<file path="src/rtl/crtc_emu_pkg.sv">
package crtc_emu_pkg;

  localparam int BYTE_W = 8;

  typedef enum logic [2:0] {
    P_INDEX  = 3'd0,
    P_DATA   = 3'd1,
    P_MODE   = 3'd2,
    P_STAT   = 3'd3,
    P_COLSEL = 3'd4
  } port_e;

  localparam int REG_CSTART = 10;
  localparam int REG_CEND   = 11;
  localparam int REG_START  = 12;
  localparam int REG_LOCHI  = 14;
  localparam int REG_LOCLO  = 15;

  localparam logic [7:0] MASK_START80 = 8'h30;
  localparam logic [7:0] MASK_START40 = 8'h38;
  localparam logic [7:0] MASK_MODE    = 8'h3B;
  localparam logic [7:0] STAT_TOGGLE  = 8'h09;

  // rescale a 14-line cell line number into an 8-line cell
  function automatic logic [2:0] scale_line(input logic [4:0] v);
    if (v >= 5'd13)      return 3'd7;
    else if (v == 5'd12) return 3'd6;
    else                 return v[3:1];
  endfunction

endpackage

</file>
<file path="src/rtl/crtc_mode_ctl.sv">
module crtc_mode_ctl
  import crtc_emu_pkg::*;
(
  input  logic             clk,
  input  logic             rst,
  input  logic             mode_wr,
  input  logic             grp_colour,
  input  logic [BYTE_W-1:0] wdata,
  output logic [BYTE_W-1:0] mode_q,
  output logic             mda,
  output logic             col80,
  output logic             gfx,
  output logic             video_en
);

  always_ff @(posedge clk) begin
    if (rst) begin
      mode_q <= '0;
      mda    <= 1'b1;
    end else if (mode_wr) begin
      mode_q <= wdata & MASK_MODE;
      mda    <= ~grp_colour;
    end
  end

  assign col80    = mode_q[0];
  assign gfx      = mode_q[1];
  assign video_en = mode_q[3];

  AST_MODE_GROUP: assert property (@(posedge clk) disable iff (rst)
    mode_wr |=> (mda == !$past(grp_colour))) else $error("mode group");
  AST_VIDEO_FOLLOWS: assert property (@(posedge clk) disable iff (rst)
    mode_wr |=> (video_en == $past(wdata[3]))) else $error("video enable");

endmodule

</file>
<file path="src/rtl/crtc_regs.sv">
module crtc_regs
  import crtc_emu_pkg::*;
#(
  parameter int NREG     = 18,
  parameter int LOCHI_W  = 6,
  parameter int SCAN_W   = 5,
  parameter int IDX_W    = $clog2(NREG)
)(
  input  logic               clk,
  input  logic               rst,
  input  logic               idx_wr,
  input  logic               data_wr,
  input  logic [BYTE_W-1:0]  wdata,
  input  logic               mda,
  input  logic               col80,
  input  logic               gfx,
  output logic [IDX_W-1:0]   idx_q,
  output logic [6:0]         cur_start,
  output logic [SCAN_W-1:0]  cur_end,
  output logic [BYTE_W-1:0]  start_hi,
  output logic [LOCHI_W-1:0] loc_hi,
  output logic [BYTE_W-1:0]  loc_lo,
  output logic [BYTE_W-1:0]  rd_val
);

  localparam int PAD_END = BYTE_W - SCAN_W;
  localparam int PAD_LOC = BYTE_W - LOCHI_W;

  logic        hit_cs, hit_ce, hit_st, hit_lh, hit_ll;
  logic [2:0]  scaled;

  assign hit_cs = data_wr && (idx_q == IDX_W'(REG_CSTART));
  assign hit_ce = data_wr && (idx_q == IDX_W'(REG_CEND));
  assign hit_st = data_wr && (idx_q == IDX_W'(REG_START));
  assign hit_lh = data_wr && (idx_q == IDX_W'(REG_LOCHI));
  assign hit_ll = data_wr && (idx_q == IDX_W'(REG_LOCLO));
  assign scaled = scale_line(wdata[4:0]);

  always_ff @(posedge clk) begin
    if (rst) idx_q <= '0;
    else if (idx_wr) idx_q <= wdata[IDX_W-1:0];
  end

  always_ff @(posedge clk) begin
    if (rst) begin
      cur_start <= '0;
      cur_end   <= '0;
    end else begin
      if (hit_cs) cur_start <= mda ? {wdata[6:5], 2'b00, scaled} : wdata[6:0];
      if (hit_ce) cur_end   <= mda ? SCAN_W'(scaled) : wdata[SCAN_W-1:0];
    end
  end

  always_ff @(posedge clk) begin
    if (rst)
      start_hi <= '0;
    else if (mda || gfx)
      start_hi <= '0;
    else if (hit_st)
      start_hi <= wdata & (col80 ? MASK_START80 : MASK_START40);
    else if (col80)
      start_hi <= start_hi & MASK_START80;
  end

  always_ff @(posedge clk) begin
    if (rst) begin
      loc_hi <= '0;
      loc_lo <= '0;
    end else begin
      if (hit_lh) loc_hi <= wdata[LOCHI_W-1:0];
      if (hit_ll) loc_lo <= wdata;
    end
  end

  always_comb begin
    case (idx_q)
      IDX_W'(REG_CSTART): rd_val = {1'b0, cur_start};
      IDX_W'(REG_CEND):   rd_val = {{PAD_END{1'b0}}, cur_end};
      IDX_W'(REG_START):  rd_val = start_hi;
      IDX_W'(REG_LOCHI):  rd_val = {{PAD_LOC{1'b0}}, loc_hi};
      IDX_W'(REG_LOCLO):  rd_val = loc_lo;
      default:            rd_val = '0;
    endcase
  end

  AST_MDA_LINE_MAX: assert property (@(posedge clk) disable iff (rst)
    (mda && hit_ce) |=> (cur_end <= SCAN_W'(7))) else $error("line range");
  AST_START_ALIGN: assert property (@(posedge clk) disable iff (rst)
    start_hi[2:0] == 3'b000) else $error("start align");
  AST_START_80: assert property (@(posedge clk) disable iff (rst)
    (col80 && !mda) |=> (start_hi[3] == 1'b0)) else $error("start 80");
  AST_START_CLEAR: assert property (@(posedge clk) disable iff (rst)
    (mda || gfx) |=> (start_hi == '0)) else $error("start clear");
  AST_UNIMPL_HOLD: assert property (@(posedge clk) disable iff (rst)
    (data_wr && !(hit_cs || hit_ce || hit_st || hit_lh || hit_ll))
      |=> ($stable(cur_start) && $stable(cur_end) && $stable(loc_hi) && $stable(loc_lo)))
    else $error("unimpl write");

endmodule

</file>
<file path="src/rtl/crtc_status.sv">
module crtc_status
  import crtc_emu_pkg::*;
(
  input  logic              clk,
  input  logic              rst,
  input  logic              stat_rd,
  output logic [BYTE_W-1:0] stat_val
);

  logic tog;

  always_ff @(posedge clk) begin
    if (rst) tog <= 1'b0;
    else if (stat_rd) tog <= ~tog;
  end

  assign stat_val = tog ? STAT_TOGGLE : '0;

  AST_STAT_FLIP: assert property (@(posedge clk) disable iff (rst)
    stat_rd |=> (stat_val != $past(stat_val))) else $error("status flip");

endmodule

</file>
<file path="src/rtl/crtc_reg_emu.sv">
module crtc_reg_emu
  import crtc_emu_pkg::*;
#(
  parameter int NREG    = 18,
  parameter int LOCHI_W = 6,
  parameter int SCAN_W  = 5,
  parameter int IDX_W   = $clog2(NREG),
  parameter int LOC_W   = LOCHI_W + BYTE_W
)(
  input  logic               clk,
  input  logic               rst,
  input  logic [3:0]         io_addr,
  input  logic               io_wr,
  input  logic               io_rd,
  input  logic [BYTE_W-1:0]  io_wdata,
  output logic [BYTE_W-1:0]  io_rdata,
  output logic               mda_active,
  output logic               col80,
  output logic               gfx_mode,
  output logic               video_en,
  output logic [6:0]         cur_start,
  output logic [SCAN_W-1:0]  cur_end,
  output logic [BYTE_W-1:0]  start_hi,
  output logic [LOC_W-1:0]   cur_loc
);

  localparam int PAD_IDX = BYTE_W - IDX_W;

  port_e                port;
  logic                 grp_colour;
  logic [BYTE_W-1:0]    mode_q, rd_val, stat_val;
  logic [IDX_W-1:0]     idx_q;
  logic [LOCHI_W-1:0]   loc_hi;
  logic [BYTE_W-1:0]    loc_lo;

  assign port       = port_e'(io_addr[2:0]);
  assign grp_colour = io_addr[3];

  crtc_mode_ctl u_mode (
    .clk(clk), .rst(rst),
    .mode_wr(io_wr && port == P_MODE),
    .grp_colour(grp_colour),
    .wdata(io_wdata),
    .mode_q(mode_q),
    .mda(mda_active),
    .col80(col80),
    .gfx(gfx_mode),
    .video_en(video_en)
  );

  crtc_regs #(.NREG(NREG), .LOCHI_W(LOCHI_W), .SCAN_W(SCAN_W), .IDX_W(IDX_W)) u_regs (
    .clk(clk), .rst(rst),
    .idx_wr(io_wr && port == P_INDEX),
    .data_wr(io_wr && port == P_DATA),
    .wdata(io_wdata),
    .mda(mda_active),
    .col80(col80),
    .gfx(gfx_mode),
    .idx_q(idx_q),
    .cur_start(cur_start),
    .cur_end(cur_end),
    .start_hi(start_hi),
    .loc_hi(loc_hi),
    .loc_lo(loc_lo),
    .rd_val(rd_val)
  );

  crtc_status u_stat (
    .clk(clk), .rst(rst),
    .stat_rd(io_rd && port == P_STAT),
    .stat_val(stat_val)
  );

  assign cur_loc = {loc_hi, loc_lo};

  always_ff @(posedge clk) begin
    if (rst)
      io_rdata <= '0;
    else if (io_rd) begin
      case (port)
        P_INDEX: io_rdata <= {{PAD_IDX{1'b0}}, idx_q};
        P_DATA:  io_rdata <= rd_val;
        P_MODE:  io_rdata <= mode_q;
        P_STAT:  io_rdata <= stat_val;
        default: io_rdata <= '0;
      endcase
    end
  end

  AST_BW_IGNORED: assert property (@(posedge clk) disable iff (rst)
    (io_rd && port == P_MODE) |=> (io_rdata[2] == 1'b0)) else $error("bw bit");
  AST_STAT_PATTERN: assert property (@(posedge clk) disable iff (rst)
    (io_rd && port == P_STAT) |=> (io_rdata == 8'h00 || io_rdata == 8'h09))
    else $error("status pattern");

endmodule

</file>
<file path="config.mk">
export PLATFORM = sky130hd
export DESIGN_NAME = crtc_reg_emu
export DESIGN_NICKNAME = d
export VERILOG_FILES = /design/src/rtl/crtc_emu_pkg.sv /design/src/rtl/crtc_mode_ctl.sv /design/src/rtl/crtc_regs.sv /design/src/rtl/crtc_status.sv /design/src/rtl/crtc_reg_emu.sv
export SDC_FILE = /design/constraint.sdc
export NUM_CORES = 1
export LEC_CHECK = 0
export BUFFER_PORTS_ARGS = -buffer_cell sky130_fd_sc_hd__buf_2
export CORE_AREA = 2 2 74 76
export DETAILED_ROUTE_END_ITERATION = 7
export DIE_AREA = 0 0 76 78
export PLACE_DENSITY = 0.74
export SKIP_CTS_REPAIR_TIMING = 1
export SLEW_MARGIN = 20
export SYNTH_ARGS = -nofsm -noshare
export SYNTH_HDL_FRONTEND = slang
export SYNTH_SLANG_ARGS = --single-unit
</file>
<file path="constraint.sdc">
create_clock -name clk -period 1.54 [get_ports clk]
set_input_delay 0.308 -clock clk [delete_from_list [all_inputs] [get_ports clk]]
set_output_delay 0.308 -clock clk [all_outputs]
set_load 0.005 [all_outputs]
</file>
==> results.json, run 1 <==
{
  "worst-path-buf-inv": 1,
  "syn_avg_cell_area_um2": 9.46,
  "required_ns": 1.73,
  "ys_seq_area_share_pct": 41.6,
  "layoutNonFillerInstCount": 383,
  "rsz0062_at_grt": "no",
  "fin_total_pwr_w": 0.00220,
  "synth_cells": 249,
  "finalCritPeriodShare_pct": 97.5,
  "status": "finished, final reports clean",
  "cts_tree": "yes",
  "path_class": "reg -> reg",
  "maxCapViolCount": 0,
  "worst_slack_ns": 0.0386,
  "min_path_type": "in -> reg",
  "cp.arrival_ns": 1.69,
  "cts_buffers": 5,
  "dr.first_iter.drc_count": 134,
  "dr_wl_met3_um": 381,
  "grt_usage_pct": 20.1,
  "min_period_ns": 1.50,
  "drt_wl_total_um": 6020,
  "rrSetupSlack_ns": 0.04,
  "die_h_um": 78,
  "clockPowerShare_pct": 34.4,
  "grt_overflow": 0,
  "first_pass_iters": 7,
  "synth_edf_count": 0,
  "dieArea_mm2": 0.00593,
  "drv_slew": 0,
  "skew_ns": 0.00815,
  "cp-end-kind": "register",
  "ys_top_cells_by_count": "52 x nor2_1, 49 x dfxtp_1, 45 x mux2i_1",
  "power.share.switching_pct": 23.0,
  "clk_path_buf_depth": 2,
  "cts_root_buf": "clkbuf_8",
  "power_frac_comb_pct": 7.2,
  "setup_viol_count_final": 0,
  "vias_per_cell": 5.35,
  "grt_pass1_wl_um": 9490,
  "final.setup.tns_ns": 0,
  "io_buffers": 56,
  "ys_types": 43,
  "pin_count": 62,
  "m1WireLength_um": 2720,
  "globalplace.congestion": 0.838,
  "num_rows": 26,
  "antenna-diode-count": 0,
  "grt_pass1_vias": 1902,
  "place_inst": 375,
  "core_mm2": 0.00504,
  "synth_seq_cells": 49,
  "startpoint_type": "register",
  "internal_power_w": 0.00169,
  "seq_power_share_pct": 58.3,
  "synthFlopType": "dfxtp_1",
  "power_density_mw_per_mm2": 760,
  "top_layer_used": "met4",
  "yosysTopAreaCell": "dfxtp_1",
  "dp_hpwl_um": 4420,
  "drive_gt1_share_pct": 31.6,
  "path_cells": "buf_4 -> or4_4 -> mux2i_1 -> nor2_1",
  "cp_slowest_cell": "or4_4",
  "cts.clk_slew.worst_paths_ns": 0.08,
  "clkLatencyLatePin_ns": 0.30,
  "syn_area_mm2": 0.00236,
  "fin_util_pct": 57.3,
  "drc": 0,
  "crit_fanout": 9,
  "slowest_delay_ns": 0.61,
  "wl_met2_um": 2810,
  "leakage_nw": 1.18,
  "die_w_um": 76,
  "fmax_mhz": 666,
  "ant_nets": 0,
  "irDropWorstVdd_mv": 0.501,
  "post-synth-top-count-cell": "nor2_1",
  "hold_viol": 0,
  "grt_max_degree": 36,
  "yosys-top-cells-area": "dfxtp_1 42%, mux2i_1 19%, nor2_1 8.3%, a21oi_1 2.1%, buf_4 1.9%",
  "area_delta_synth_final_pct": 22.7,
  "start_util_pct": 46.7,
  "clock_sinks": 49,
  "async_flop_share_pct": 0,
  "power.switching_w": 0.000505,
  "yosys_warnings": 0,
  "yosysTopAreaCellShare_pct": 41.6,
  "dpl_worst_slack_ns": -0.177,
  "path_delay_family": "simple AND/OR/NAND/NOR gates",
  "num_vias": 2049,
  "wl_per_cell_um": 15.7,
  "cts-htree-levels": 2,
  "nNetsFinal": 329,
  "antenna_found_initial": 0
}
-- worst register-to-register path, stage by stage (launching register included) --
cell and delay, ns:
dfxtp_2 0.34, buf_4 0.17, or4_4 0.62, mux2i_1 0.22, nor2_1 0.06
-- cells in the final DEF (no fill, tap or decap), types with 2 or more instances in the layout --
cell type,instances
nand4bb_1,2
a22o_1,2
nor3_1,2
nand2_1,5
mux2i_1,45
a2bb2oi_1,2
dfxtp_1,46
o2bb2ai_1,2
nand3b_1,5
inv_1,4
clkbuf_8,6
and2_1,2
nor4_4,2
mux4_2,2
nor2b_1,3
nor2_1,52
nor4_1,2
o22ai_1,3
a21oi_1,10
buf_2,56
buf_12,2
nand3_1,2
o21ai_0,6
dfxtp_2,3
a22oi_2,2
a31oi_1,3
buf_4,17
conb_1,5
-- final cells by class --
cell class              instances  area (µm²)
repair buffers                 76         459
multi-input cells             177        1260
inverters                       4        15.0
fillers                       458        2150
clock buffers                   7        86.3
well taps                      70        87.6
flip-flops and latches         49         985
-- per-layer routing --
layer / up-vias / global-route usage [%]
met4: 0 / 7.27
met2: 74 / 33.0
met1: 970 / 26.5
met5: - / 0
met3: 11 / 3.95
li1: 994 / -
-- cells by family (layout without fill, tap and decap cells) --
kind of cell	after synthesis	after routing	share of synthesized area, %
flip-flops	49	49	41.6
AO/OA/AOI/OAI	33	33	8.87
buffers and inverters	27	87	6.37
other	1	5	0.159
multiplexers	47	47	21.0
XOR/XNOR	1	1	0.372
AND/OR/NAND/NOR	91	91	21.6
-- state kept, by name (all words and copies together) (netlist names) --
register / count
io_rdata: 8
u_mode.mda: 1
u_mode.mode_q: 5
u_regs.cur_end: 5
u_regs.cur_start: 7
u_regs.idx_q: 5
u_regs.loc_hi: 6
u_regs.loc_lo: 8
u_regs.start_hi: 3
u_stat.tog: 1
-- power by group through the flow --
stage,Combinational [W],Clock (W),Sequential (W)
6_report,0.000158,0.000757,0.00128
3_3_place_gp,0.000153,0,0.00131
3_5_place_dp,0.000155,0,0.00131
2_1_floorplan,0.000104,0,0.00131
5_1_grt,0.000171,0.000825,0.00128
4_1_cts,0.000155,0.000768,0.00128
-- metrics by stage --
stage / area [µm²] / hold slack (ns)
CTS: 2860 / 0.245
finish: 2890 / 0.248
global placement: 2770 / 0.467
global route: 2890 / 0.272
detailed placement: 2770 / 0.476
floorplan: 2370 / 0.447
-- worst paths after layout --
check                                      from                to  cells after the start
worst max-delay path            u_regs.idx_q[0]  u_regs.loc_hi[0]                      4
worst min-delay path                io_wdata[7]  u_regs.loc_lo[7]                      3
worst max register to register  u_regs.idx_q[0]  u_regs.loc_hi[0]                      4
worst min register to register      io_rdata[5]       io_rdata[5]                      2
Note: power is estimated with default switching activity, not from simulation.
==> inputs of run 2 (changes only) <==
Settings changed: ABC_AREA set to 1, GPL_TIMING_DRIVEN set to 0, SKIP_LAST_GASP set to 1.
==> run 2 against run 1 <==
  * Design area shrank 0.56%
  * Global-route usage up 2.5 points
  * Sequential share of layout area is 0.28 points higher
  * Fmax rose by 5.5%
  * Highest routed layer unchanged
  * Combinational power increased by 13%
  * Core utilization fell by 0.32 points
  * Synthesized cell count grew 26%
  * First-iteration DRC count increased by 45%
  * Sequential power barely moved
  * Die area is the same
  * Clock-buffer cell count is 2 lower
==> results.json, run 2 <==
{
  "hold_viol": 0,
  "fin_util_pct": 57.0,
  "setup_viol_count_final": 0,
  "antenna-diode-count": 0,
  "io_buffers": 56,
  "finalCritPeriodShare_pct": 92.4,
  "dr.first_iter.drc_count": 194,
  "yosysTopAreaCellShare_pct": 41.5,
  "power_density_mw_per_mm2": 827,
  "antenna_found_initial": 0,
  "yosys-top-cells-area": "dfxtp_1 42%, nand2_1 7.2%, a21oi_1 7.0%, o21ai_0 6.1%, nor2_1 5.9%",
  "grt_max_degree": 15,
  "area_delta_synth_final_pct": 21.8,
  "clock_sinks": 49,
  "final.setup.tns_ns": 0,
  "final_area_mm2": 0.00288,
  "wl_per_cell_um": 14.7,
  "ant_nets": 0,
  "min_path_type": "in -> reg",
  "irDropWorstVdd_mv": 0.665,
  "dr_wl_met3_um": 466,
  "hold_slack_ns": 0.178,
  "fill_cells": 488,
  "grt_overflow": 0,
  "drv_slew": 0,
  "syn_area_mm2": 0.00236,
  "cts_root_buf": "clkbuf_8",
  "slowest_delay_ns": 0.40,
  "nNetsFinal": 397,
  "cts.clk_slew.worst_paths_ns": 0.09,
  "first_pass_iters": 4,
  "die_h_um": 78,
  "grt_pass1_wl_um": 10600,
  "yosysTopAreaCell": "dfxtp_1",
  "die_w_um": 76,
  "globalplace.congestion": 0.890,
  "pin_count": 62,
  "ys_types": 32,
  "layout_common_cells": "56 x buf_2, 45 x nand2_1, 44 x dfxtp_1",
  "worst-path-buf-inv": 3,
  "syn_avg_cell_area_um2": 7.54,
  "synth_cells": 313,
  "path_class": "reg -> reg",
  "synthFlopType": "dfxtp_1",
  "cp_slowest_cell": "dfxtp_2",
  "vias_per_cell": 5.29,
  "status": "finished, final reports clean",
  "required_ns": 1.75,
  "startpoint_type": "register",
  "start_util_pct": 46.8,
  "path_delay_family": "simple AND/OR/NAND/NOR gates",
  "skew_ns": 0.00715,
  "dpl_worst_slack_ns": -0.0351,
  "async_flop_share_pct": 0,
  "cts_tree": "yes",
  "drt_wl_total_um": 6620,
  "cp-end-kind": "register",
  "dp_hpwl_um": 5030,
  "num_vias": 2388,
  "fmax_mhz": 703,
  "path_cells": "inv_2 -> nor2_4 -> nand2_4 -> nor2_4 -> inv_2 -> nor2_8 -> inv_4 -> o21ai_2 -> a21oi_2",
  "top_layer_used": "met4",
  "top_regs": "io_rdata (8), u_regs.loc_lo (8), u_regs.cur_start (7)",
  "final_common_cell": "buf_2",
  "drc": 0,
  "post_dp_cell_area_mm2": 0.00274,
  "tightest_slew_ns": 0.590,
  "crit_fanout": 9,
  "rsz0062_at_grt": "no",
  "drive_gt1_share_pct": 29.4,
  "max_slew_margin_pct": 60.6,
  "ys_top_cells_by_count": "49 x dfxtp_1, 45 x nand2_1, 37 x nor2_1",
  "synth_edf_count": 0,
  "cts-htree-levels": 2,
  "core_mm2": 0.00504,
  "grt_pass1_vias": 2159,
  "ys_seq_area_share_pct": 41.5,
  "num_rows": 26,
  "wl_met2_um": 3100,
  "clk_path_buf_depth": 2,
  "synth_seq_cells": 49,
  "dieArea_mm2": 0.00593,
  "worst_slack_ns": 0.117,
  "leakage_nw": 1.36,
  "post-synth-top-count-cell": "dfxtp_1",
  "cts_buffers": 5,
  "yosys_warnings": 0,
  "clkLatencyLatePin_ns": 0.30,
  "min_period_ns": 1.42,
  "grt_usage_pct": 22.7,
  "maxCapViolCount": 0,
  "m1WireLength_um": 2910,
  "cp.arrival_ns": 1.63
}
==> run 2: cell count changes in the layout (fill, tap and decap cells not counted), sizes merged, moves of 3 or more <==
cell	previous run	this run
mux2i	45	0
nand4	1	7
nor2	52	49
a21oi	10	36
o21ai	6	41
nor2b	3	0
nor4	5	0
nand3b	5	0
nand2	5	51
nand3	2	15
inv	4	36
buf	76	64
==> run 2: metrics by stage <==
stage	instances	power, W
after global placement	443	0.00149
final	451	0.00238
after CTS	450	0.00237
after detailed placement	443	0.00150
after global routing	451	0.00246
after floorplan	317	0.00143
==> run 2: layout make-up <==
class / count / area [µm²] / share of cell area (%)
flip-flops and latches: 49 / 987 / 34.3
repair buffers: 57 / 288 / 10.0
well taps: 70 / 87.6 / 3.05
multi-input cells: 219 / 1180 / 40.9
clock buffers: 5 / 68.8 / 2.39
plain buffers: 11 / 78.8 / 2.74
clock inverters: 2 / 35.0 / 1.22
inverters: 38 / 154 / 5.35
==> run 2: worst paths after layout <==
check	startpoint	end	slack [ns]	depth (start not counted)
setup / recovery	u_regs.idx_q[3]	u_regs.cur_start[6]	0.12	9
hold / removal	io_addr[3]	u_mode.mda	0.18	2
setup reg to reg	u_regs.idx_q[3]	u_regs.cur_start[6]	0.12	9
hold reg to reg	io_rdata[0]	io_rdata[0]	0.47	2
==> run 2: logic make-up after synthesis <==
| logic type | count (synthesis) | share of synthesized area [%] |
|---|---|---|
| AND/OR/NAND/NOR | 124 | 27.5 |
| AO/OA/AOI/OAI | 90 | 21.1 |
| flip-flops | 49 | 41.5 |
| buffers and inverters | 49 | 9.70 |
| other | 1 | 0.159 |
==> run 2: power breakdown <==
part | switching [W] | internal (W) | total (W)
combinational | 0.000124 | 0.0000559 | 0.000179
sequential | 0.0000145 | 0.00128 | 0.00129
clock | 0.000431 | 0.000473 | 0.000904
total | 0.000569 | 0.00181 | 0.00238
==> run 2: layer usage <==
layer | vias to the layer above | GRT usage, %
met5 | - | 0
met4 | 0 | 9.09
met3 | 19 | 5.23
met2 | 99 | 37.4
met1 | 1106 | 28.8
li1 | 1164 | -
==> inputs of run 3 (changes only) <==
Settings changed: ABC_AREA 1 to not set.
==> run 3 against run 2 <==
  * The flow now finishes with violations (negative setup slack)
  * Largest power group unchanged
  * Critical endpoint is now u_regs.cur_end[1]
  * Largest cell class unchanged
  * Fmax decreased by 14%
  * Worst hold slack improved by 0.068 ns
  * Cell count is 14% lower
  * Core utilization grew 1.6 points
  * Sequential power hardly changed
  * Design area is 2.8% higher
  * Sequential share of layout area shrank 0.85 points
  * Global-route usage shrank 1.7 points
  * Register-to-register slack lost 0.23 ns
  * Wire length shrank 3.9%
==> results.json, run 3 (synthesized netlist as in run 1, its figures left out) <==
{
  "status": "finished with violations",
  "failed_checks": "negative setup slack",
  "cp-end-kind": "register",
  "wl_per_cell_um": 16.3,
  "crit_fanout": 5,
  "startpoint_type": "register",
  "cts-htree-levels": 2,
  "path_class": "reg -> reg",
  "leakage_nw": 1.22,
  "grt_pass1_wl_um": 9940,
  "min_path_type": "in -> reg",
  "num_rows": 26,
  "grt_usage_pct": 21.0,
  "fmax_mhz": 604,
  "layout_common_cells": "54 x buf_2, 52 x nor2_1, 46 x dfxtp_1",
  "drt_wl_total_um": 6360,
  "slowest_delay_ns": 0.52,
  "required_ns": 1.72,
  "fin_total_pwr_w": 0.00241,
  "nNetsFinal": 335,
  "seq_power_share_pct": 53.0,
  "vias_per_cell": 5.37,
  "core_mm2": 0.00504,
  "ant_nets": 0,
  "cts_tree": "yes",
  "cp.arrival_ns": 1.84,
  "min_period_ns": 1.65,
  "power_frac_comb_pct": 7.0,
  "dieArea_mm2": 0.00593,
  "power_density_mw_per_mm2": 816,
  "hold_slack_ns": 0.246,
  "path_delay_family": "simple AND/OR/NAND/NOR gates",
  "max_slew_margin_pct": 60.6,
  "drive_gt1_share_pct": 30.3,
  "first_pass_iters": 4,
  "top_regs": "io_rdata (8), u_regs.loc_lo (8), u_regs.cur_start (7)",
  "tightest_slew_ns": 0.592,
  "startpoint": "u_regs.idx_q[2]",
  "r2r_start": "u_regs.idx_q[2]",
  "die_h_um": 78,
  "die_w_um": 76,
  "cts_root_buf": "clkbuf_8",
  "power.switching_w": 0.000546,
  "clk_path_buf_depth": 2,
  "place_inst": 375,
  "finalCritPeriodShare_pct": 107,
  "pin_count": 62,
  "hold_start": "io_wdata[7]",
  "internal_power_w": 0.00187,
  "setup_viol_count_final": 15,
  "cts_buffers": 5,
  "num_vias": 2096,
  "drc": 0,
  "maxCapViolCount": 0,
  "cp_slowest_cell": "or3b_2",
  "clockPowerShare_pct": 40.0,
  "layoutNonFillerInstCount": 390,
  "final-seq-area_um2": 990,
  "skew_ns": 0.00364,
  "power.share.switching_pct": 22.7,
  "antenna_found_initial": 0,
  "clkLatencyLatePin_ns": 0.30,
  "io_buffers": 52,
  "antenna-diode-count": 0,
  "fill_cells": 426,
  "final.setup.tns_ns": -1.06,
  "globalplace.congestion": 0.826,
  "clock_sinks": 49,
  "final_common_cell": "buf_2",
  "irDropWorstVdd_mv": 0.546,
  "grt_overflow": 0,
  "worst_slack_ns": -0.115,
  "dp_hpwl_um": 4550,
  "multi_input_area_mm2": 0.00127,
  "grt_pass1_vias": 2009,
  "path_cells": "or3b_2 -> nor3_4 -> buf_6 -> mux2i_1 -> nor2_1",
  "worst-path-buf-inv": 1,
  "start_util_pct": 46.7,
  "dr.first_iter.drc_count": 164,
  "cts.clk_slew.worst_paths_ns": 0.09,
  "rsz0062_at_grt": "yes",
  "grt_max_degree": 15,
  "hold_viol": 0,
  "area_delta_synth_final_pct": 25.4,
  "drv_slew": 0
}
==> run 3: changes by cell type in the layout (fill, tap and decap cells not counted), moves of 6 or more <==
cell and change:
a21oi_1 -23, buf_4 +9, clkbuf_1 +6, inv_1 -24, mux2i_1 +45, nand2_1 -40
nand3_1 -12, nand4_1 -6, nor2_1 +17, nor2_4 -8, o21ai_0 -23, o21ai_1 -9
==> run 3: metal layers <==
metal	track usage (%)	share of wire, %	wire length [µm]	up-vias
met2	36.2	48	3030	90
met3	4.30	6.9	442	10
met1	26.9	44	2810	989
li1	-	-	-	1007
met5	0	0	0	-
met4	5.82	1.2	78	0
==> run 3: through the flow <==
stage	utilization [%]	instance area, µm²	setup slack, ns
6_report	58.6	2960	-0.115
5_1_grt	58.6	2960	-0.146
4_1_cts	56.3	2840	-0.307
3_5_place_dp	54.0	2720	-0.314
3_3_place_gp	54.0	2720	-0.310
2_1_floorplan	-	2370	-0.121
==> run 3: worst reg2reg max path, stage by stage, from the launching register on <==
cell and delay (ns):
dfxtp_2 0.36, or3b_2 0.52, nor3_4 0.24, buf_6 0.15
mux2i_1 0.20, nor2_1 0.05
==> run 3: final timing paths <==
path	slack (ns)	cells after the start	to
max reg2reg	-0.11	5	u_regs.cur_end[1]
min reg2reg	0.50	2	io_rdata[5]
max	-0.11	5	u_regs.cur_end[1]
min	0.25	3	u_regs.loc_lo[7]
==> run 3: layout make-up <==
cell class | count | area share (%)
buffer | 22 | 4.66
multi-input combinational | 177 | 43.1
tap | 70 | 2.96
clock inverter | 1 | 1.02
sequential | 49 | 33.5
inverter | 4 | 0.508
clock buffer | 7 | 2.92
timing repair buffer | 60 | 11.4
==> run 3: power groups by stage <==
stage	clock network, W	logic [W]	registers (W)
after floorplan	0	0.000104	0.00131
after global placement	0	0.000159	0.00131
after detailed placement	0	0.000161	0.00131
after CTS	0.000963	0.000161	0.00128
after global routing	0.00101	0.000184	0.00128
final	0.000964	0.000170	0.00128
